`src/rtl/rstsrc_pkg.sv`:
```
package rstsrc_pkg;

  localparam logic [1:0] CAUSE_EXT = 2'b00;
  localparam logic [1:0] CAUSE_WD  = 2'b01;
  localparam logic [1:0] CAUSE_CM  = 2'b10;

  typedef enum logic [1:0] {
    ST_IDLE    = 2'd0,
    ST_DRIVE   = 2'd1,
    ST_RELEASE = 2'd2,
    ST_HOLD    = 2'd3
  } seq_st_e;

  // Cause chosen at the decision point: a low pad wins, then clock failure.
  function automatic logic [1:0] pick_cause(input logic pad_high,
                                            input logic wd_pend,
                                            input logic cm_pend);
    logic [1:0] c;
    if (!pad_high)    c = CAUSE_EXT;
    else if (cm_pend) c = CAUSE_CM;
    else if (wd_pend) c = CAUSE_WD;
    else              c = CAUSE_EXT;
    return c;
  endfunction

  // Length of the post-release window, in cycles, measured on the synchronised pad.
  function automatic int release_len(input int settle, input int sync_stages);
    return settle + sync_stages;
  endfunction

  function automatic int max2(input int a, input int b);
    return (a > b) ? a : b;
  endfunction

endpackage

```
`src/rtl/rstsrc_sync.sv`:
```
module rstsrc_sync #(
  parameter int   STAGES  = 2,
  parameter logic RST_VAL = 1'b1
) (
  input  logic clk,
  input  logic rst_n,
  input  logic d_i,
  output logic q_o
);

  generate
    if (STAGES == 1) begin : g_one
      logic q_r;
      always_ff @(posedge clk or negedge rst_n) begin
        if (!rst_n) q_r <= RST_VAL;
        else        q_r <= d_i;
      end
      assign q_o = q_r;
    end else begin : g_chain
      logic [STAGES-1:0] sh_r;
      always_ff @(posedge clk or negedge rst_n) begin
        if (!rst_n) sh_r <= {STAGES{RST_VAL}};
        else        sh_r <= {sh_r[STAGES-2:0], d_i};
      end
      assign q_o = sh_r[STAGES-1];
    end
  endgenerate

endmodule

```
`src/rtl/rstsrc_req.sv`:
```
module rstsrc_req (
  input  logic clk,
  input  logic rst_n,
  input  logic pin_s_i,
  input  logic idle_i,
  input  logic supply_good_i,
  input  logic wdog_i,
  input  logic cmon_i,
  input  logic clr_i,
  output logic por_evt_o,
  output logic new_evt_o,
  output logic start_evt_o,
  output logic pend_wd_o,
  output logic pend_cm_o,
  output logic pend_any_o
);

  logic supply_q;
  logic pend_wd_r, pend_cm_r, pend_por_r;
  logic ext_lvl;

  always_ff @(posedge clk or negedge rst_n) begin
    if (!rst_n) supply_q <= 1'b0;
    else        supply_q <= supply_good_i;
  end

  assign por_evt_o = supply_good_i & ~supply_q;
  assign new_evt_o = wdog_i | cmon_i | por_evt_o;
  // The pad counts as a request only while the block itself is not driving it.
  assign ext_lvl     = idle_i & ~pin_s_i;
  assign start_evt_o = new_evt_o | ext_lvl;

  // A new pulse on the same edge as a clear wins, so it is served next.
  always_ff @(posedge clk or negedge rst_n) begin
    if (!rst_n) begin
      pend_wd_r  <= 1'b0;
      pend_cm_r  <= 1'b0;
      pend_por_r <= 1'b0;
    end else begin
      pend_wd_r  <= (pend_wd_r  & ~clr_i) | wdog_i;
      pend_cm_r  <= (pend_cm_r  & ~clr_i) | cmon_i;
      pend_por_r <= (pend_por_r & ~clr_i) | por_evt_o;
    end
  end

  assign pend_wd_o  = pend_wd_r;
  assign pend_cm_o  = pend_cm_r;
  assign pend_any_o = pend_wd_r | pend_cm_r | pend_por_r;

endmodule

```
`src/rtl/rstsrc_seq.sv`:
```
module rstsrc_seq
  import rstsrc_pkg::*;
#(
  parameter int DRIVE_CYC   = 4,
  parameter int SETTLE_CYC  = 2,
  parameter int SYNC_STAGES = 2
) (
  input  logic       clk,
  input  logic       rst_n,
  input  logic       start_evt_i,
  input  logic       new_evt_i,
  input  logic       pin_s_i,
  input  logic       pend_wd_i,
  input  logic       pend_cm_i,
  input  logic       pend_any_i,
  output logic       idle_o,
  output logic       drive_o,
  output logic       core_rst_o,
  output logic       sample_evt_o,
  output logic       restart_evt_o,
  output logic [1:0] cause_o
);

  localparam int REL_CYC = release_len(SETTLE_CYC, SYNC_STAGES);
  localparam int CW      = $clog2(max2(DRIVE_CYC, REL_CYC) + 1);
  localparam logic [CW-1:0] DRV_LAST = CW'(DRIVE_CYC - 1);
  localparam logic [CW-1:0] REL_LAST = CW'(REL_CYC - 1);

  seq_st_e       st_r, st_n;
  logic [CW-1:0] cnt_r, cnt_n;
  logic [1:0]    cause_r;

  assign sample_evt_o  = (st_r == ST_RELEASE) && (cnt_r == REL_LAST);
  assign restart_evt_o = (st_r == ST_DRIVE) && new_evt_i;

  always_comb begin
    st_n  = st_r;
    cnt_n = cnt_r;
    case (st_r)
      ST_IDLE: begin
        if (start_evt_i) begin
          st_n  = ST_DRIVE;
          cnt_n = '0;
        end
      end
      ST_DRIVE: begin
        if (new_evt_i) begin
          cnt_n = '0;
        end else if (cnt_r == DRV_LAST) begin
          st_n  = ST_RELEASE;
          cnt_n = '0;
        end else begin
          cnt_n = cnt_r + 1'b1;
        end
      end
      ST_RELEASE: begin
        if (cnt_r == REL_LAST) begin
          cnt_n = '0;
          if (!pin_s_i)       st_n = ST_HOLD;
          else if (new_evt_i) st_n = ST_DRIVE;
          else                st_n = ST_IDLE;
        end else begin
          cnt_n = cnt_r + 1'b1;
        end
      end
      ST_HOLD: begin
        cnt_n = '0;
        if (pin_s_i) st_n = (pend_any_i | new_evt_i) ? ST_DRIVE : ST_IDLE;
      end
      default: begin
        st_n  = ST_DRIVE;
        cnt_n = '0;
      end
    endcase
  end

  always_ff @(posedge clk or negedge rst_n) begin
    if (!rst_n) begin
      st_r    <= ST_DRIVE;
      cnt_r   <= '0;
      cause_r <= CAUSE_EXT;
    end else begin
      st_r  <= st_n;
      cnt_r <= cnt_n;
      if (sample_evt_o) cause_r <= pick_cause(pin_s_i, pend_wd_i, pend_cm_i);
    end
  end

  assign idle_o     = (st_r == ST_IDLE);
  assign drive_o    = (st_r == ST_DRIVE);
  assign core_rst_o = (st_r != ST_IDLE);
  assign cause_o    = cause_r;

endmodule

```
`src/rtl/rstsrc_ctrl.sv`:
```
module rstsrc_ctrl #(
  parameter int DRIVE_CYC   = 4,
  parameter int SETTLE_CYC  = 2,
  parameter int SYNC_STAGES = 2
) (
  input  logic       clk,
  input  logic       rst_n,
  input  logic       rst_pin_i,
  input  logic       supply_good_i,
  input  logic       wdog_expire_i,
  input  logic       clk_fail_i,
  output logic       rst_pin_drive_o,
  output logic       core_rst_o,
  output logic [1:0] cause_o
);

  // Named internal events, also observed by the bound checker.
  logic pin_s;
  logic idle;
  logic por_evt;
  logic new_evt;
  logic start_evt;
  logic pend_wd;
  logic pend_cm;
  logic pend_any;
  logic sample_evt;
  logic restart_evt;

  rstsrc_sync #(.STAGES(SYNC_STAGES), .RST_VAL(1'b1)) u_pin_sync (
    .clk   (clk),
    .rst_n (rst_n),
    .d_i   (rst_pin_i),
    .q_o   (pin_s)
  );

  rstsrc_req u_req (
    .clk           (clk),
    .rst_n         (rst_n),
    .pin_s_i       (pin_s),
    .idle_i        (idle),
    .supply_good_i (supply_good_i),
    .wdog_i        (wdog_expire_i),
    .cmon_i        (clk_fail_i),
    .clr_i         (sample_evt),
    .por_evt_o     (por_evt),
    .new_evt_o     (new_evt),
    .start_evt_o   (start_evt),
    .pend_wd_o     (pend_wd),
    .pend_cm_o     (pend_cm),
    .pend_any_o    (pend_any)
  );

  rstsrc_seq #(
    .DRIVE_CYC   (DRIVE_CYC),
    .SETTLE_CYC  (SETTLE_CYC),
    .SYNC_STAGES (SYNC_STAGES)
  ) u_seq (
    .clk           (clk),
    .rst_n         (rst_n),
    .start_evt_i   (start_evt),
    .new_evt_i     (new_evt),
    .pin_s_i       (pin_s),
    .pend_wd_i     (pend_wd),
    .pend_cm_i     (pend_cm),
    .pend_any_i    (pend_any),
    .idle_o        (idle),
    .drive_o       (rst_pin_drive_o),
    .core_rst_o    (core_rst_o),
    .sample_evt_o  (sample_evt),
    .restart_evt_o (restart_evt),
    .cause_o       (cause_o)
  );

endmodule

```
`config.mk`:
```
export PLATFORM = sky130hd
export DESIGN_NAME = rstsrc_ctrl
export DESIGN_NICKNAME = d
export VERILOG_FILES = /design/src/rtl/rstsrc_pkg.sv /design/src/rtl/rstsrc_sync.sv /design/src/rtl/rstsrc_req.sv /design/src/rtl/rstsrc_seq.sv /design/src/rtl/rstsrc_ctrl.sv
export SDC_FILE = /design/constraint.sdc
export NUM_CORES = 1
export LEC_CHECK = 0
export ABC_CLOCK_PERIOD_IN_PS = 3100
export BUFFER_PORTS_ARGS = -buffer_cell sky130_fd_sc_hd__buf_2
export CAP_MARGIN = 20
export CORE_AREA = 4 4 41 43
export CTS_CLUSTER_SIZE = 20
export DETAILED_ROUTE_END_ITERATION = 10
export DIE_AREA = 0 0 45 47
export PLACE_DENSITY = 0.7
export SYNTH_ARGS = -nofsm -noshare
export SYNTH_HDL_FRONTEND = slang
export SYNTH_SLANG_ARGS = --single-unit
```
`constraint.sdc`:
```
create_clock -name clk -period 3.1 [get_ports clk]
set_clock_uncertainty 0.1 [all_clocks]
set_input_delay 0.775 -clock clk [delete_from_list [all_inputs] [get_ports clk]]
set_output_delay 0.775 -clock clk [all_outputs]
set_load 0.02 [all_outputs]
```
==> impl_metrics.ini <==
[run_status]
status = completed

[worst_setup_path]
reg2reg_to = u_seq.cnt_r[0]$_DFFE_PN0P_
endpoint_kind = primary output
cp_data_arrival_time_ns = 1.38
cp.required_ns = 2.22
worst-r2r-cell-count = 5
crit_type = reg2out
cp_max_fo = 4
reg2reg_slack_ns = 1.23
crit_start = u_seq.st_r[0]$_DFFE_PN1P_
worst_setup_path_start_kind = flip-flop
rr_startpoint = u_seq.st_r[0]$_DFFE_PN1P_

[final_layout]
final_common_cell = dfrtp_1
seq_area_um2 = 329
most-common-layout-cells = dfrtp_1 (10), buf_2 (9), nand2_1 (8)
fin_cells = 89
fillers = 121
syn_to_final_growth_pct = 13.6
insertedDiodeCount = 0
multi_input_comb_area_um2 = 319
drive_gt1_frac = 0.257
final_nets = 87

[global_route]
grt-ovfl-total = 0
grt_max_degree = 14
grt_antenna_before_repair = 0
track_usage = 0.137
grt_pass1_vias = 477
grt_pass1_wl_um = 2010

[clocking]
cts_setup_buffers = 0
clock_sinks = 13
clock_path_buffers = 2
postCtsHoldBufs = 0
htreeDepth = 1
clk_pin_slew_ns = 0.08
cts_root_buf = clkbuf_4
numCtsBuffers = 3
post_cts_resize_count = 0
clk_latency_ns = 0.27
cts_tree = yes

[detailed_routing]
drtIter0Drc = 5
wl_um = 1170
first_pass_iters = 3
wl_per_cell_um = 13.1
postRouteAntennaNets = 0
via_per_inst = 5.20
drt_drc_violations_left = 0
vias = 463

[timing]
tns_ns = 0
finalCritPeriodShare = 0.729
hold_viol_final = 0
setup_ws_ns = 0.841
fmax_mhz = 443
slew-limit-headroom = 0.810
final_max_slew_viol_count = 0
finalCriticalPeriod_ns = 2.26
rsz0062_at_grt = no
tightest_slew_ns = 0.285
setup_violations = 0

[pwr]
ir_drop_mv = 0.363
powerDensity_nw_per_um2 = 746
p_leak_nw = 0.352

[synthesis]
ys_seq_area_frac = 0.496
synth_nets = 73
ys_ff_latch = 13
synth_cell_types = 27
synthCells = 61
synth_area_per_cell_um2 = 10.9
yosys_warnings = 0
syn_area_um2 = 663

[worst_hold_path]
hold_path_end = u_pin_sync.g_chain.sh_r[1]$_DFF_PN1_
min_path_cells = 0
min-delay-start = u_pin_sync.g_chain.sh_r[0]$_DFF_PN1_
hold_path.class = reg2reg

[floorplanning]
ios = 10
rows = 13
die_y_um = 47
die_w_um = 45
dieArea_um2 = 2120
start_util = 0.510
core_area_um2 = 1300

[place]
gp_congestion = 0.719
pre_cts_slack_ns = 1.09
placed_cells = 85
dp_hpwl_um = 883
numPortBuffers = 9

[job]
maxCapViolations = 0
logic make-up after synthesis:
logic type,count (synthesis),share of synthesized area
AO/OA/AOI/OAI,15,0.149
adder cells (fa/ha/maj),6,0.113
multiplexers,1,0.0151
AND/OR/NAND/NOR,22,0.204
buffers and inverters,4,0.0226
flip-flops,13,0.496
how the worst max path moves through the flow:
stage                                      end  slack (ns)  cells after the start
CTS                                 core_rst_o        0.84                      4
floorplan                           core_rst_o        1.26                      3
detailed placement  u_seq.cnt_r[0]$_DFFE_PN0P_        1.09                      5
global placement    u_seq.cnt_r[0]$_DFFE_PN0P_        1.12                      5
global route                        core_rst_o        0.79                      4
finish                              core_rst_o        0.84                      4
final cells by class:
type                    instances  area share
repair buffers                  9      0.0598
flip-flops and latches         13       0.437
multi-input cells              44       0.424
inverters                       4      0.0199
well taps                      15      0.0249
clock buffers                   4      0.0349
cells in the mapped netlist:
master,instances,share of area
a22oi_1,1,0.011
nand2b_4,1,0.021
inv_1,4,0.023
mux2i_1,1,0.015
o211ai_1,1,0.011
a221oi_1,1,0.013
nand3_1,2,0.015
and4_4,1,0.017
dfstp_2,3,0.12
a21o_1,2,0.023
nor3_1,1,0.0075
a31oi_1,1,0.0094
o21ai_0,3,0.023
and3_2,1,0.011
nor2b_1,2,0.019
a41oi_1,1,0.013
nand3b_1,2,0.023
or4b_1,1,0.015
dfrtp_1,10,0.38
nand2b_1,1,0.0094
o21a_1,2,0.023
a21oi_1,2,0.015
o21ai_1,1,0.0075
nand2_1,8,0.045
ha_1,6,0.11
nor2_2,1,0.0094
nor3b_1,1,0.011
critical path, stage by stage, from the launching register on:
cell	delay [ns]
dfstp_2	0.57
inv_1	0.09
ha_1	0.23
inv_1	0.06
buf_2	0.15
flip-flops by register name, summed over array words and instances (netlist names):
register	cells
u_pin_sync.g_chain.sh_r	2
u_req.pend_cm_o	1
u_req.pend_por_r	1
u_req.pend_wd_o	1
u_req.supply_q	1
u_seq.cause_o	2
u_seq.cnt_r	3
u_seq.st_r	2
layer usage:
layer	vias to the layer above	wire, µm	GRT usage
met4	0	22	0.0702
met1	215	535	0.153
met2	6	567	0.234
li1	240	-	-
met5	-	0	0
met3	2	45	0.0460
report_power, final:
part	total [mW]	switching [mW]	internal, mW
registers	0.226	0.0235	0.203
clock network	0.105	0.0556	0.0498
logic	0.230	0.128	0.102
total	0.562	0.207	0.355
metrics by stage:
step	hold slack, ns	cell area, µm²	utilization	total power, mW
floorplan	0.245	663	-	0.402
global placement	0.247	727	0.559	0.455
detailed placement	0.248	727	0.559	0.462
CTS	0.261	753	0.579	0.570
global route	0.267	753	0.579	0.603
finish	0.259	753	0.579	0.562
Power figures use the tool's default switching activity.
